## src/rtl/sdram_colgen_pkg.sv

```systemverilog
package sdram_colgen_pkg;

  typedef enum logic [2:0] {
    CMD_NOP  = 3'd0,
    CMD_MODE = 3'd1,
    CMD_RD   = 3'd2,
    CMD_WR   = 3'd3,
    CMD_STOP = 3'd4
  } cmd_e;

  localparam int CALC_W = 16;

  // Mask of the column bits that move inside one burst.
  function automatic logic [CALC_W-1:0] burst_mask(input logic [1:0] lg, input logic page);
    logic [CALC_W-1:0] one;
    one = {{(CALC_W-1){1'b0}}, 1'b1};
    return page ? {CALC_W{1'b1}} : ((one << lg) - one);
  endfunction

  // Column address of beat idx for a burst that starts at start.
  function automatic logic [CALC_W-1:0] beat_col(input logic [CALC_W-1:0] start,
                                                 input logic [CALC_W-1:0] idx,
                                                 input logic [1:0] lg,
                                                 input logic page,
                                                 input logic ilv);
    logic [CALC_W-1:0] m;
    m = burst_mask(lg, page);
    if (ilv) return start ^ (idx & m);
    return (start & ~m) | ((start + idx) & m);
  endfunction

endpackage

```

## src/rtl/sdram_mode_reg.sv

```systemverilog
module sdram_mode_reg #(
  parameter int ADDR_W = 12,
  parameter int BANK_W = 2
) (
  input  logic              clk,
  input  logic              rst_n,
  input  logic              load_i,
  input  logic [ADDR_W-1:0] addr_i,
  input  logic [BANK_W-1:0] bank_i,
  output logic [1:0]        len_lg_o,
  output logic              page_o,
  output logic              ilv_o,
  output logic              single_wr_o,
  output logic [2:0]        cas_lat_o,
  output logic              err_o
);
  localparam int OP_W = BANK_W + ADDR_W - 7;
  localparam logic [OP_W-1:0] OP_NORMAL = '0;
  localparam logic [OP_W-1:0] OP_SGLWR  = OP_W'(4);

  logic [OP_W-1:0] op_field;
  logic [1:0] dec_lg;
  logic dec_page, len_ok, lat_ok, op_ok, combo_ok;
  logic load_ok, load_bad;

  assign op_field = {bank_i, addr_i[ADDR_W-1:7]};

  always_comb begin
    dec_lg   = 2'd0;
    dec_page = 1'b0;
    len_ok   = 1'b1;
    case (addr_i[2:0])
      3'b000: dec_lg = 2'd0;
      3'b001: dec_lg = 2'd1;
      3'b010: dec_lg = 2'd2;
      3'b011: dec_lg = 2'd3;
      3'b111: dec_page = 1'b1;
      default: len_ok = 1'b0;
    endcase
  end

  assign lat_ok   = (addr_i[6:4] == 3'd2) || (addr_i[6:4] == 3'd3);
  assign op_ok    = (op_field == OP_NORMAL) || (op_field == OP_SGLWR);
  assign combo_ok = !(dec_page && addr_i[3]);
  assign load_ok  = load_i && len_ok && lat_ok && op_ok && combo_ok;
  assign load_bad = load_i && !load_ok;

  always_ff @(posedge clk or negedge rst_n) begin
    if (!rst_n) begin
      len_lg_o    <= 2'd0;
      page_o      <= 1'b0;
      ilv_o       <= 1'b0;
      single_wr_o <= 1'b0;
      cas_lat_o   <= 3'd2;
      err_o       <= 1'b0;
    end else begin
      err_o <= load_bad;
      if (load_ok) begin
        len_lg_o    <= dec_lg;
        page_o      <= dec_page;
        ilv_o       <= addr_i[3];
        single_wr_o <= (op_field == OP_SGLWR);
        cas_lat_o   <= addr_i[6:4];
      end
    end
  end

  assert_bad_keeps_mode_R2: assert property (@(posedge clk) disable iff (!rst_n)
    load_bad |=> err_o && $stable({len_lg_o, page_o, ilv_o, single_wr_o, cas_lat_o}));
  assert_err_single_pulse_R2: assert property (@(posedge clk) disable iff (!rst_n)
    !load_bad |=> !err_o);
  assert_lat_legal_R1: assert property (@(posedge clk) disable iff (!rst_n)
    (cas_lat_o == 3'd2) || (cas_lat_o == 3'd3));
  assert_page_sequential_R7: assert property (@(posedge clk) disable iff (!rst_n)
    page_o |-> !ilv_o);

endmodule

```

## src/rtl/sdram_burst_seq.sv

```systemverilog
module sdram_burst_seq
  import sdram_colgen_pkg::*;
#(
  parameter int COL_W = 8
) (
  input  logic             clk,
  input  logic             rst_n,
  input  logic             start_i,
  input  logic             is_wr_i,
  input  logic             stop_i,
  input  logic [COL_W-1:0] start_col_i,
  input  logic [1:0]       len_lg_i,
  input  logic             page_i,
  input  logic             ilv_i,
  input  logic             single_wr_i,
  output logic [COL_W-1:0] col_o,
  output logic             valid_o,
  output logic             last_o
);
  logic             act_q, page_q, ilv_q;
  logic [1:0]       lg_q;
  logic [COL_W-1:0] start_q, idx_q, final_idx;
  logic             wr_single, stop_evt, at_last;
  logic [CALC_W-1:0] col_full;

  assign wr_single = start_i && is_wr_i && single_wr_i;
  assign final_idx = COL_W'(burst_mask(lg_q, 1'b0));
  assign at_last   = act_q && !page_q && (idx_q == final_idx);
  assign stop_evt  = stop_i && act_q && page_q;

  always_ff @(posedge clk or negedge rst_n) begin
    if (!rst_n) begin
      act_q   <= 1'b0;
      page_q  <= 1'b0;
      ilv_q   <= 1'b0;
      lg_q    <= 2'd0;
      start_q <= '0;
      idx_q   <= '0;
    end else if (start_i) begin
      act_q   <= 1'b1;
      start_q <= start_col_i;
      idx_q   <= '0;
      lg_q    <= wr_single ? 2'd0 : len_lg_i;
      page_q  <= wr_single ? 1'b0 : page_i;
      ilv_q   <= ilv_i;
    end else if (stop_evt) begin
      act_q <= 1'b0;
    end else if (act_q) begin
      if (at_last) act_q <= 1'b0;
      else         idx_q <= idx_q + 1'b1;
    end
  end

  assign col_full = beat_col(CALC_W'(start_q), CALC_W'(idx_q), lg_q, page_q, ilv_q);
  assign col_o    = col_full[COL_W-1:0];
  assign valid_o  = act_q;
  assign last_o   = at_last;

  assert_start_beat_R3: assert property (@(posedge clk) disable iff (!rst_n)
    start_i |=> valid_o && (col_o == $past(start_col_i)));
  assert_single_write_R9: assert property (@(posedge clk) disable iff (!rst_n)
    wr_single |=> valid_o && last_o);
  assert_last_ends_R6: assert property (@(posedge clk) disable iff (!rst_n)
    (last_o && !start_i) |=> !valid_o);
  assert_continue_R6: assert property (@(posedge clk) disable iff (!rst_n)
    (valid_o && !last_o && !start_i && !stop_evt) |=> valid_o);
  assert_stop_page_R8: assert property (@(posedge clk) disable iff (!rst_n)
    (stop_evt && !start_i) |=> !valid_o);
  assert_last_has_beat_R6: assert property (@(posedge clk) disable iff (!rst_n)
    last_o |-> valid_o);

endmodule

```

## src/rtl/sdram_burst_colgen.sv

```systemverilog
module sdram_burst_colgen
  import sdram_colgen_pkg::*;
#(
  parameter int COLS   = 256,
  parameter int ADDR_W = 12,
  parameter int BANK_W = 2,
  localparam int COL_W = $clog2(COLS)
) (
  input  logic              clk,
  input  logic              rst_n,
  input  logic [2:0]        cmd_i,
  input  logic [ADDR_W-1:0] addr_i,
  input  logic [BANK_W-1:0] bank_i,
  output logic [COL_W-1:0]  col_o,
  output logic              beat_valid_o,
  output logic              last_beat_o,
  output logic [2:0]        cas_lat_o,
  output logic              mode_err_o
);
  logic       load_evt, start_evt, wr_evt, stop_req;
  logic [1:0] len_lg;
  logic       page_md, ilv_md, sglwr_md;

  assign load_evt  = (cmd_i == CMD_MODE);
  assign wr_evt    = (cmd_i == CMD_WR);
  assign start_evt = (cmd_i == CMD_RD) || wr_evt;
  assign stop_req  = (cmd_i == CMD_STOP);

  sdram_mode_reg #(.ADDR_W(ADDR_W), .BANK_W(BANK_W)) u_mode (
    .clk(clk), .rst_n(rst_n), .load_i(load_evt), .addr_i(addr_i), .bank_i(bank_i),
    .len_lg_o(len_lg), .page_o(page_md), .ilv_o(ilv_md), .single_wr_o(sglwr_md),
    .cas_lat_o(cas_lat_o), .err_o(mode_err_o)
  );

  sdram_burst_seq #(.COL_W(COL_W)) u_seq (
    .clk(clk), .rst_n(rst_n), .start_i(start_evt), .is_wr_i(wr_evt), .stop_i(stop_req),
    .start_col_i(addr_i[COL_W-1:0]), .len_lg_i(len_lg), .page_i(page_md),
    .ilv_i(ilv_md), .single_wr_i(sglwr_md),
    .col_o(col_o), .valid_o(beat_valid_o), .last_o(last_beat_o)
  );

  assert_mode_load_no_beat_R1: assert property (@(posedge clk) disable iff (!rst_n)
    (load_evt && !beat_valid_o) |=> !beat_valid_o);
  assert_restart_R10: assert property (@(posedge clk) disable iff (!rst_n)
    (start_evt && beat_valid_o) |=> beat_valid_o && (col_o == $past(addr_i[COL_W-1:0])));

endmodule

```

## config.mk

```make
export PLATFORM = sky130hd
export DESIGN_NAME = sdram_burst_colgen
export DESIGN_NICKNAME = d
export VERILOG_FILES = /design/src/rtl/sdram_colgen_pkg.sv /design/src/rtl/sdram_mode_reg.sv /design/src/rtl/sdram_burst_seq.sv /design/src/rtl/sdram_burst_colgen.sv
export SDC_FILE = /design/constraint.sdc
export NUM_CORES = 1
export LEC_CHECK = 0
export CAP_MARGIN = 10
export CORE_ASPECT_RATIO = 1.75
export CORE_MARGIN = 5
export CORE_UTILIZATION = 30
export DETAILED_ROUTE_END_ITERATION = 12
export SETUP_SLACK_MARGIN = 0.4
export SKIP_CTS_REPAIR_TIMING = 1
export SLEW_MARGIN = 20
export SYNTH_ARGS = -nofsm -noshare
export SYNTH_HDL_FRONTEND = slang
export SYNTH_SLANG_ARGS = --single-unit
```

## constraint.sdc

```tcl
create_clock -name clk -period 5.35 [get_ports clk]
set_input_delay 1.605 -clock clk [delete_from_list [all_inputs] [get_ports clk]]
set_output_delay 1.605 -clock clk [all_outputs]
set_load 0.03 [all_outputs]
```

Word-level counts from Yosys, hierarchy flattened. Cells that the tools add are included.

Add/sub/neg operators: 3. Multipliers: 0. Div/mod/pow operators: 0. $lt $le $gt $ge: 0. Eq/ne operators: 14. Shift-type cells: 1. Mux-type cells: 17. Bitwise operators: 6. Reduce and logical (&&, ||, !) cells: 23.

Operator list (number): $mux W8 (7); $and A8 B8 Y8 (3); $eq A3 B2 Y1 const B (6); $logic_and A1 B1 Y1 (12); $add A8 B1 Y8 const B (1); $add A8 B8 Y8 (1); $eq A8 B8 Y1 (1); $mux W1 (8); $not A8 Y8 (1); $or A8 B8 Y8 (1); $shl A1 B2 Y8 const A (1); $sub A8 B1 Y8 const B (1); $xor A8 B8 Y8 (1); $eq A7 B3 Y1 const B (1); $logic_not A7 Y1 (1); $eq A3 B1 Y1 const B (2); $eq A3 B3 Y1 const B (2); $pmux W2 S3 (1); $reduce_or A5 Y1 (1); $ne A2 B1 Y1 const B (2); $logic_not A1 Y1 (3); $logic_not A3 Y1 (1); $logic_or A1 B1 Y1 (3); $reduce_and A3 Y1 (1); other kinds (2) (2).

Register bits after elaboration: 30. Latch bits: 0. Memory bits (writable): 0. Memory bits (read-only): 0. Output and inout bits: 14. Word-level logic and storage cells: 76. Memories kept: 0.

Depth between registers and ports, before layout. Gate-level depths: netlist of run 1.

Depth after elaboration: 9. Mapped depth: 8. Mapped depth without buffers: 8.

Hierarchy. From an unflattened synthesis of run 1, not the netlist that was laid out.

Cell total of the unflattened synthesis: 215. Area, all modules: 2019.4 µm².

Modules (own cells, without submodules): sdram_burst_seq (instances 1, cells an instance 185, area an instance 1601.5 µm²); sdram_mode_reg (instances 1, cells an instance 26, area an instance 384.1 µm²); sdram_burst_colgen (instances 1, cells an instance 4, area an instance 33.8 µm²).

Least setup slack after synthesis of run 1. Ideal clock, no wire load.

Kind: register to output. From: register u_seq.idx_q[0]. To: output col_o[6]. Arrival: 2.262 ns. Data required time: 3.745 ns. Path slack: 1.483 ns. Stages on the path, launching flop included: 9. Path buffers: 0. Cell sequence: dfrtp_1 > ha_1 > inv_1 > fa_1 > nor2b_1 > o21ai_1 > a21oi_1 > mux2_2 > o21ai_1.

Longest elaborated chain between the ends: 4.

RTL lines: start, declared (RTL line sdram_burst_seq.sv:22) `logic [COL_W-1:0] start_q, idx_q, final_idx;`; start signal, assigned (RTL line sdram_burst_seq.sv:50) `else idx_q <= idx_q + 1'b1;`; $add A8 B8 Y8 (RTL line sdram_colgen_pkg.sv:29) `return (start & ~m) | ((start + idx) & m);`; $and A8 B8 Y8 (RTL line sdram_colgen_pkg.sv:29); $or A8 B8 Y8 (RTL line sdram_colgen_pkg.sv:29); $mux W8 (RTL line sdram_colgen_pkg.sv:29); end, declared (RTL line sdram_burst_colgen.sv:14) `output logic [COL_W-1:0] col_o,`.

No other way between the ends.

Final worst setup path of run 1. Same ends and word-level chain as after synthesis.

==> results of run 1 <==
[report_power, final]
part / switching, mW / total [mW] / internal (mW)
sequential: 0.0528 / 0.305 / 0.252
combinational: 0.219 / 0.391 / 0.171
clock: 0.0946 / 0.278 / 0.184
[state kept, by name (all words and copies together), names as in the netlist]
register / cells
u_mode.single_wr_o: 1
u_seq.lg_q: 2
u_seq.ilv_q: 1
u_seq.valid_o: 1
u_seq.page_q: 1
u_seq.start_q: 8
u_seq.idx_q: 8
u_mode.len_lg_o: 2
u_mode.cas_lat_o: 3
u_mode.err_o: 1
u_mode.ilv_o: 1
u_mode.page_o: 1
[Yosys cell counts, types with 2 or more instances]
master and instances:
nand2_1 34, dfrtp_1 29, inv_1 15, a21oi_1 14, nor2_1 14, o21ai_0 12
ha_1 10, o21ai_1 6, nor2b_1 5, xnor2_1 5, clkbuf_1 4, nand3b_1 4
o22ai_1 4, o31ai_1 4, xor2_1 4, a22o_1 3, nand3_1 3, nand4_1 3
o211ai_1 3, or3_1 3, or4_1 3, a211oi_1 2, a31oi_1 2, buf_2 2
mux2_1 2, mux2_2 2, nand2b_1 2, nor3_1 2, o22a_1 2
[tightest hold or removal path: cells and delay by family (launching register included)]
| family | cells | cell delay [ns] |
|---|---|---|
| AO/OA/AOI/OAI | 1 | 0.06 |
| AND/OR/NAND/NOR | 1 | 0.05 |
| flip-flops | 1 | 0.34 |
[routing by layer]
| layer | track usage | part of all wire |
|---|---|---|
| met1 | 0.1432 | 0.37 |
| met2 | 0.2426 | 0.53 |
| met3 | 0.01855 | 0.031 |
| met4 | 0.1200 | 0.069 |
| met5 | 0 | 0 |
[cell type report]
cell class / instances / area share
Multi-Input combinational cell: 176 / 0.4587
Sequential cell: 30 / 0.2920
Timing Repair Buffer: 34 / 0.1302
Clock buffer: 7 / 0.05539
Tap cell: 82 / 0.03984
Inverter: 15 / 0.02187
Clock inverter: 1 / 0.001944
[metrics by stage]
step	area (um2)	util	instances	hold WS [ns]
2_1_floorplan	2037	-	229	0.4460
5_1_grt	2575	0.3909	345	0.4987
3_5_place_dp	2427	0.3685	337	0.4761
4_1_cts	2575	0.3909	345	0.4880
6_report	2575	0.3909	345	0.4844
3_3_place_gp	2427	0.3685	337	0.4624
[logic make-up (layout without fill, tap and decap cells)]
family | count (synthesis) | after routing
buf+inv | 23 | 57
flops | 30 | 30
mux | 5 | 5
simple gates | 87 | 87
fa+ha+maj | 11 | 11
compound gates | 64 | 64
xor+xnor | 9 | 9
[path summary, 6_finish.rpt]
| check | startpoint | end | slack (ns) |
|---|---|---|---|
| worst max-delay path | u_seq.idx_q[0] | col_o[6] | 0.60 |
| worst min-delay path | u_mode.ilv_o | u_seq.ilv_q | 0.48 |
| worst max register to register | u_seq.lg_q[0] | u_seq.idx_q[1] | 3.05 |
| worst min register to register | u_mode.ilv_o | u_seq.ilv_q | 0.48 |
| max in group asynchronous | rst_n | u_mode.cas_lat_o[1] | 2.99 |
| min in group asynchronous | rst_n | u_mode.len_lg_o[1] | 1.67 |
==> impl_metrics.toml, run 1 <==
[outcome]
outcome = "finished clean"

[synth]
muxShareOfSynthArea = 0.02703
ys_seq_elements = 30
mappedNetlistArea_mm2 = 0.002037
synth_compound_area_frac = 0.2174
synthCells = 229
mappedNetlistNets = 259
post_synth_and_or_nand_nor_area_fraction = 0.2254
post_synth_xor_area_fraction = 0.03870
synth_enable_flop_cells = 0
synth_ff_type = "dfrtp_1"
synth_seq_area_share = 0.3692
synth_top_family_by_area = "simple AND/OR/NAND/NOR gates"
portion_of_synthesized_cell_area_occupied_by_the_leading_cell_type = 0.3563
synthArstFlopShare = 1.000
synth.area.top_cells = "dfrtp_1 (36%), nand2_1 (6.3%), ha_1 (6.1%), a21oi_1 (3.4%), o21ai_0 (2.9%)"
synth.avg_cell_area_um2 = 8.895
synth.lib_cells_used.distinct = 60
ys_warn_count = 0
netlist.top_cell.by_area = "dfrtp_1"
post_synth_fa_ha_maj_area_fraction = 0.07125

[route]
routed_wire_length_per_instance_um = 16.06
final_antenna_net_count = 0
postRouteWirelength_um = 5539
drtIter0Drc = 109
drt_drc_violations_left = 0
dr_total_vias = 1821
detail_route.vias_per_cell = 5.278
detail_route.first_pass.iterations = 6

[place]
preCtsSetupSlack_ns = 0.8881
place_congestion = 0.8724
io_buffer_count = 32
dpl.hpwl_um = 4351

[timing]
setup_slack_ns = 0.5992
rsz_0062_raised_after_global_routing = "false"
maxClockFrequency_ghz = 0.2105
period_needed_ns = 4.751
max_slew_margin = 0.3928
timing_hold_violations_final = 0
tns_ns = 0
worst_slew_pin_slew_ns = 0.9108
finClkSkew_ns = 0.004919
setup_violations = 0
timing.final.crit_share = 0.8880
final_max_slew_viol_count = 0

[setup_path]
worstRegToRegCells = 7
worst_ep_required_time_ns = 3.74
critical_path_depth = 9
worst_path_largest_cell_delay_ns = 0.68
worst_path_max_delay_cell = "clkdlybuf4s50_1"
timing.critical_path.mode_cell = "o21ai_1"
worstPathArrival_ns = 3.15
worstPathMaxFanout = 10
end_kind = "primary output"
cpLargestDelayFamily = "buffers and inverters"
crit_path_cell_trace = "ha_1, inv_1, fa_1, nor2b_1, o21ai_1, a21oi_1, mux2_2, o21ai_1, clkdlybuf4s50_1"
cp_num_buf_inv = 2
criticalPathCategory = "reg -> out"
timing.critical_path.from_type = "register"

[global_route]
combined_global_route_utilization_of_all_metal_layers = 0.1403
grt_max_degree = 21
gr-total-overflow = 0
grt_pass1_vias = 1993
grt_pass1_wl_um = 9425
number_of_antenna_violations_at_the_first_check_in_global_routing = 0

[floorplanning]
die_width_um = 72.29
fp-row-count = 39
ios = 33
fp.dieArea_mm2 = 0.008603
initial_utilization = 0.3092
dieHeight_um = 119.0
core-area_mm2 = 0.006588

[power]
total_power_mw = 0.9741
vdd.ir_drop.worst_uv = 213.3
powerDensity_mw_per_mm2 = 378.3
leakagePower_nw = 1.088

[layout]
fillCellCount = 672
final_nets = 292
multi_input_area_mm2 = 0.001181
insertedDiodeCount = 0
sequential_cell_area_um2 = 752.0
area_growth_syn_to_layout_pct = 26.41
layout_commonest_cell = "nand2_1"
drive_above_1_share = 0.07224
most-common-layout-cells = "nand2_1 (34), clkdlybuf4s50_1 (32), dfrtp_1 (29)"

[clock_network]
cts_num_sinks = 30
cts_tree = "built"
cts.reportedPaths.clkPinSlew_ns = 0.05
clock_tree.htree_level_count = 2
clk_path_buf_depth = 2
clock_insertion_delay_at_the_later_pin_of_the_skew_report_ns = 0.28
root_buffer = "clkbuf_16"
cts_made_buffers = 5

[run]
maxCapViolations = 0

[min_path]
hp-class = "reg -> reg"
worstHoldPathCells = 2
Power figures use the tool's default switching activity.
==> run 2: changes to the inputs <==
==> constraint.sdc (replaced) <==
create_clock -name clk -period 5.35 [get_ports clk]
set_input_delay 1.3375 -clock clk [delete_from_list [all_inputs] [get_ports clk]]
set_output_delay 1.3375 -clock clk [all_outputs]
set_load 0.03 [all_outputs]
==> run 2 against run 1 <==
- combinational power down 2%
- setup slack better by 0.25 ns
- flip-flop and latch count unchanged
- sequential share of layout area about the same
- clock skew down 0.00068 ns
- die area unchanged
- utilization up 0.057 points
- count of clock-buffer cells in the layout down 1
- clock power about the same
==> impl_metrics.toml, run 2 (synthesized netlist as in run 1, its figures left out) <==
[outcome]
outcome = "finished clean"

[clock_network]
clk_path_buf_depth = 2
clock_tree.htree_level_count = 2
clock_insertion_delay_at_the_later_pin_of_the_skew_report_ns = 0.27
cts_num_sinks = 30
root_buffer = "clkbuf_16"
cts_made_buffers = 5
cts.reportedPaths.clkPinSlew_ns = 0.05
cts_tree = "built"

[layout]
area_growth_syn_to_layout_pct = 26.60
stdcell_count = 345
multi_input_area_mm2 = 0.001181
layout_commonest_cell = "nand2_1"
post-route-cell-area_mm2 = 0.002579
insertedDiodeCount = 0
most-common-layout-cells = "nand2_1 (34), clkdlybuf4s50_1 (32), dfrtp_1 (29)"
largest_registers = "u_seq.idx_q: 8 flops, u_seq.start_q: 8 flops, u_mode.cas_lat_o: 3 flops"
fillCellCount = 689
final_nets = 292
drive_above_1_share = 0.07605
fin_util = 0.3915
sequential_cell_area_um2 = 752.0

[route]
postRouteWirelength_um = 5299
detail_route.first_pass.iterations = 4
drt_drc_violations_left = 0
dr_total_vias = 1793
drtIter0Drc = 98
routed_wire_length_per_instance_um = 15.36
final_antenna_net_count = 0
detail_route.vias_per_cell = 5.197

[timing]
timing_hold_violations_final = 0
rsz_0062_raised_after_global_routing = "false"
period_needed_ns = 4.501
maxClockFrequency_ghz = 0.2222
finClkSkew_ns = 0.004237
setup_slack_ns = 0.8486
final_max_slew_viol_count = 0
max_slew_margin = 0.4105
worst_slew_pin_slew_ns = 0.8843
tns_ns = 0
setup_violations = 0
timing.final.crit_share = 0.8414

[power]
leakagePower_nw = 1.087
powerDensity_mw_per_mm2 = 375.4
vdd.ir_drop.worst_uv = 273.6

[place]
placed_area_mm2 = 0.002427
dpl.hpwl_um = 4194
io_buffer_count = 32
place_congestion = 0.8376
preCtsSetupSlack_ns = 1.132
placedCellCount = 337

[global_route]
grt_max_degree = 31
grt_pass1_wl_um = 9246
combined_global_route_utilization_of_all_metal_layers = 0.1352
number_of_antenna_violations_at_the_first_check_in_global_routing = 0
gr-total-overflow = 0
grt_pass1_vias = 1941

[setup_path]
end_kind = "primary output"
worstRegToRegCells = 7
worstPathMaxFanout = 10
worst_ep_required_time_ns = 4.01
timing.critical_path.from_type = "register"
criticalPathCategory = "reg -> out"
worstPathArrival_ns = 3.16

[min_path]
worstHoldPathCells = 2
hp-class = "reg -> reg"

[floorplanning]
fp.dieArea_mm2 = 0.008603
core-area_mm2 = 0.006588
initial_utilization = 0.3092
dieHeight_um = 119.0
ios = 33
fp-row-count = 39
die_width_um = 72.29

[run]
maxCapViolations = 0
-- run 2: changes by cell type in the layout (fill, tap and decap cells not counted) --
cell	delta
clkbuf_1	-1
clkinvlp_4	+1
-- run 2: cell type report --
cell class / count / share of cell area
Clock buffer: 6 / 0.05386
Timing Repair Buffer: 34 / 0.1300
Multi-Input combinational cell: 176 / 0.4580
Clock inverter: 2 / 0.004852
Tap cell: 82 / 0.03979
Sequential cell: 30 / 0.2916
Inverter: 15 / 0.02183
-- run 2: final timing paths --
kind                           startpoint             endpoint  slack, ns
max in group asynchronous           rst_n  u_mode.cas_lat_o[1]       3.57
max                        u_seq.idx_q[0]             col_o[6]       0.85
min reg2reg                  u_mode.ilv_o          u_seq.ilv_q       0.49
min                          u_mode.ilv_o          u_seq.ilv_q       0.49
min in group asynchronous           rst_n       u_seq.idx_q[2]       1.45
max reg2reg                 u_seq.lg_q[0]       u_seq.idx_q[3]       3.09
-- run 2: worst max-delay path: stages, from the launching register on --
cell and delay [ns]:
dfrtp_1 0.53, ha_1 0.25, inv_1 0.06, fa_1 0.41, nor2b_1 0.18, o21ai_1 0.09
a21oi_1 0.21, mux2_2 0.36, o21ai_1 0.13, clkdlybuf4s50_1 0.68
-- run 2: per-stage QoR --
step	hold slack [ns]	power (mW)
2_1_floorplan	0.4460	0.5684
3_3_place_gp	0.4606	0.6865
3_5_place_dp	0.4726	0.6941
4_1_cts	0.4839	0.9771
5_1_grt	0.5128	1.027
6_report	0.4860	0.9681
-- run 2: power breakdown --
part	switching (mW)	total [mW]	internal [mW]
Combinational	0.213	0.384	0.171
Clock	0.0967	0.280	0.184
Sequential	0.0519	0.304	0.252
Total	0.362	0.968	0.606
-- run 2: per-layer routing --
metal | share of wire | routed length, um | track usage | up-vias
met5 | 0 | 0 | 0 | -
met4 | 0.035 | 186 | 0.07059 | 0
met3 | 0.028 | 149 | 0.01602 | 11
met2 | 0.55 | 2921 | 0.2454 | 33
met1 | 0.39 | 2042 | 0.1485 | 864
li1 | - | - | - | 885
==> run 3: changes to the inputs <==
Clock period 5.35 ns to 4.6 ns, I/O delays scaled along.
==> run 3 against run 2 <==
- combinational power grew 17%
- clock skew fell by 0.0014 ns
- die area unchanged
- flip-flop and latch count unchanged
- count of clock-buffer cells in the layout stayed put
- clock power grew 17%
- cell count rose by 1.7%
- critical path depth is 3 lower
- first-iteration DRC count increased by 4.1%
- global-route usage down 0.31 points
- largest power group unchanged
- highest routed layer unchanged
==> impl_metrics.toml, run 3 (synthesized netlist as in run 1, its figures left out) <==
[route]
routed_wire_length_per_instance_um = 15.10
final_antenna_net_count = 0
met3_length_um = 212
wirelength_met1_um = 2011
dr_total_vias = 1850
drt_drc_violations_left = 0
detail_route.first_pass.iterations = 4
detail_route.vias_per_cell = 5.271
postRouteWirelength_um = 5301
drtIter0Drc = 102
routed-wl-met2_um = 2935
top_layer_used = "met4"

[global_route]
number_of_antenna_violations_at_the_first_check_in_global_routing = 0
gr-total-overflow = 0
combined_global_route_utilization_of_all_metal_layers = 0.1321
grt_pass1_vias = 1896
grt_pass1_wl_um = 9149
grt_max_degree = 31

[floorplanning]
fp-row-count = 39
initial_utilization = 0.3092
core-area_mm2 = 0.006588
ios = 33
die_width_um = 72.29
fp.dieArea_mm2 = 0.008603
dieHeight_um = 119.0

[layout]
layout_commonest_cell = "nand2_1"
post-route-cell-area_mm2 = 0.002626
stdcell_count = 351
insertedDiodeCount = 0
most-common-layout-cells = "nand2_1 (34), clkdlybuf4s50_1 (31), dfrtp_1 (29)"
fin_util = 0.3987
final_nets = 298
area_growth_syn_to_layout_pct = 28.93
largest_registers = "u_seq.idx_q: 8 flops, u_seq.start_q: 8 flops, u_mode.cas_lat_o: 3 flops"
drive_above_1_share = 0.09665

[place]
io_buffer_count = 32
place_congestion = 0.8376
dpl.hpwl_um = 4153
preCtsSetupSlack_ns = 0.6014
placed_area_mm2 = 0.002435
placedCellCount = 338

[timing]
worst_slew_pin_slew_ns = 0.6512
maxClockFrequency_ghz = 0.2486
setup_slack_ns = 0.5769
setup_violations = 0
timing_hold_violations_final = 0
period_needed_ns = 4.023
tns_ns = 0
final_max_slew_viol_count = 0
rsz_0062_raised_after_global_routing = "false"
hold_slack_ns = 0.4774
max_slew_margin = 0.5650
finClkSkew_ns = 0.002834
timing.final.crit_share = 0.8746

[power]
total_power_mw = 1.130
powerDensity_mw_per_mm2 = 430.1
vdd.ir_drop.worst_uv = 236.4
leakagePower_nw = 1.132

[setup_path]
criticalPathCategory = "reg -> out"
cpLargestDelayFamily = "buffers and inverters"
timing.critical_path.from_type = "register"
crit_path_cell_trace = "or2_2, ha_1, xor2_1, o2111ai_4, a211oi_4, clkdlybuf4s50_1"
worst_path_max_delay_cell = "clkdlybuf4s50_1"
cp_num_buf_inv = 1
worst_path_largest_cell_delay_ns = 0.74
worstPathMaxFanout = 6
end_kind = "primary output"
worstPathArrival_ns = 2.87
worst_ep_required_time_ns = 3.45

[clock_network]
root_buffer = "clkbuf_16"
cts_num_sinks = 30
clk_path_buf_depth = 2
clock_tree.htree_level_count = 2
cts.reportedPaths.clkPinSlew_ns = 0.05
cts_made_buffers = 5
clock_insertion_delay_at_the_later_pin_of_the_skew_report_ns = 0.27
cts_tree = "built"

[min_path]
hp-class = "reg -> reg"

[outcome]
outcome = "finished clean"

[run]
maxCapViolations = 0
==> run 3: cell types whose count changed in the layout (fill, tap and decap cells not counted) <==
cell	delta
buf_4	+6
clkdlybuf4s50_1	-1
dlymetal6s2s_1	+1
==> run 3: area by class of cell <==
class / instances / area (um2)
sequential: 30 / 752.0
fill: 660 / 3961
tap: 82 / 102.6
inverter: 15 / 56.30
clock buffer: 6 / 138.9
clock inverter: 2 / 12.51
timing repair buffer: 40 / 382.9
multi-input combinational: 176 / 1181
==> run 3: path summary, 6_finish.rpt <==
check | startpoint | end | slack (ns) | depth (start not counted)
min in group asynchronous | rst_n | u_seq.idx_q[2] | 1.27 | 2
max in group asynchronous | rst_n | u_mode.cas_lat_o[1] | 3.00 | 2
worst min-delay path | u_mode.ilv_o | u_seq.ilv_q | 0.48 | 2
worst min register to register | u_mode.ilv_o | u_seq.ilv_q | 0.48 | 2
worst max-delay path | u_seq.lg_q[0] | last_beat_o | 0.58 | 6
worst max register to register | u_seq.lg_q[0] | u_seq.idx_q[3] | 2.26 | 8
==> run 3: metal layers <==
layer,GRT usage,vias to the layer above
met3,0.01518,10
met5,0,-
met1,0.1421,882
met2,0.2409,56
met4,0.07412,0
li1,-,902
==> run 3: worst reg2reg max path: stages, from the launching register on <==
cell and delay, ns:
dfrtp_1 0.43, or2_2 0.31, ha_1 0.31, xor2_1 0.18, o2111ai_4 0.14, a211oi_4 0.10, buf_4 0.16, or4_1 0.49
a21oi_1 0.15
==> run 3: power by group <==
group          leakage [nW]  internal, mW  total, mW  switching [mW]
clock                0.0729         0.214      0.327           0.114
combinational         0.688         0.202      0.450           0.248
sequential            0.371         0.293      0.352          0.0594
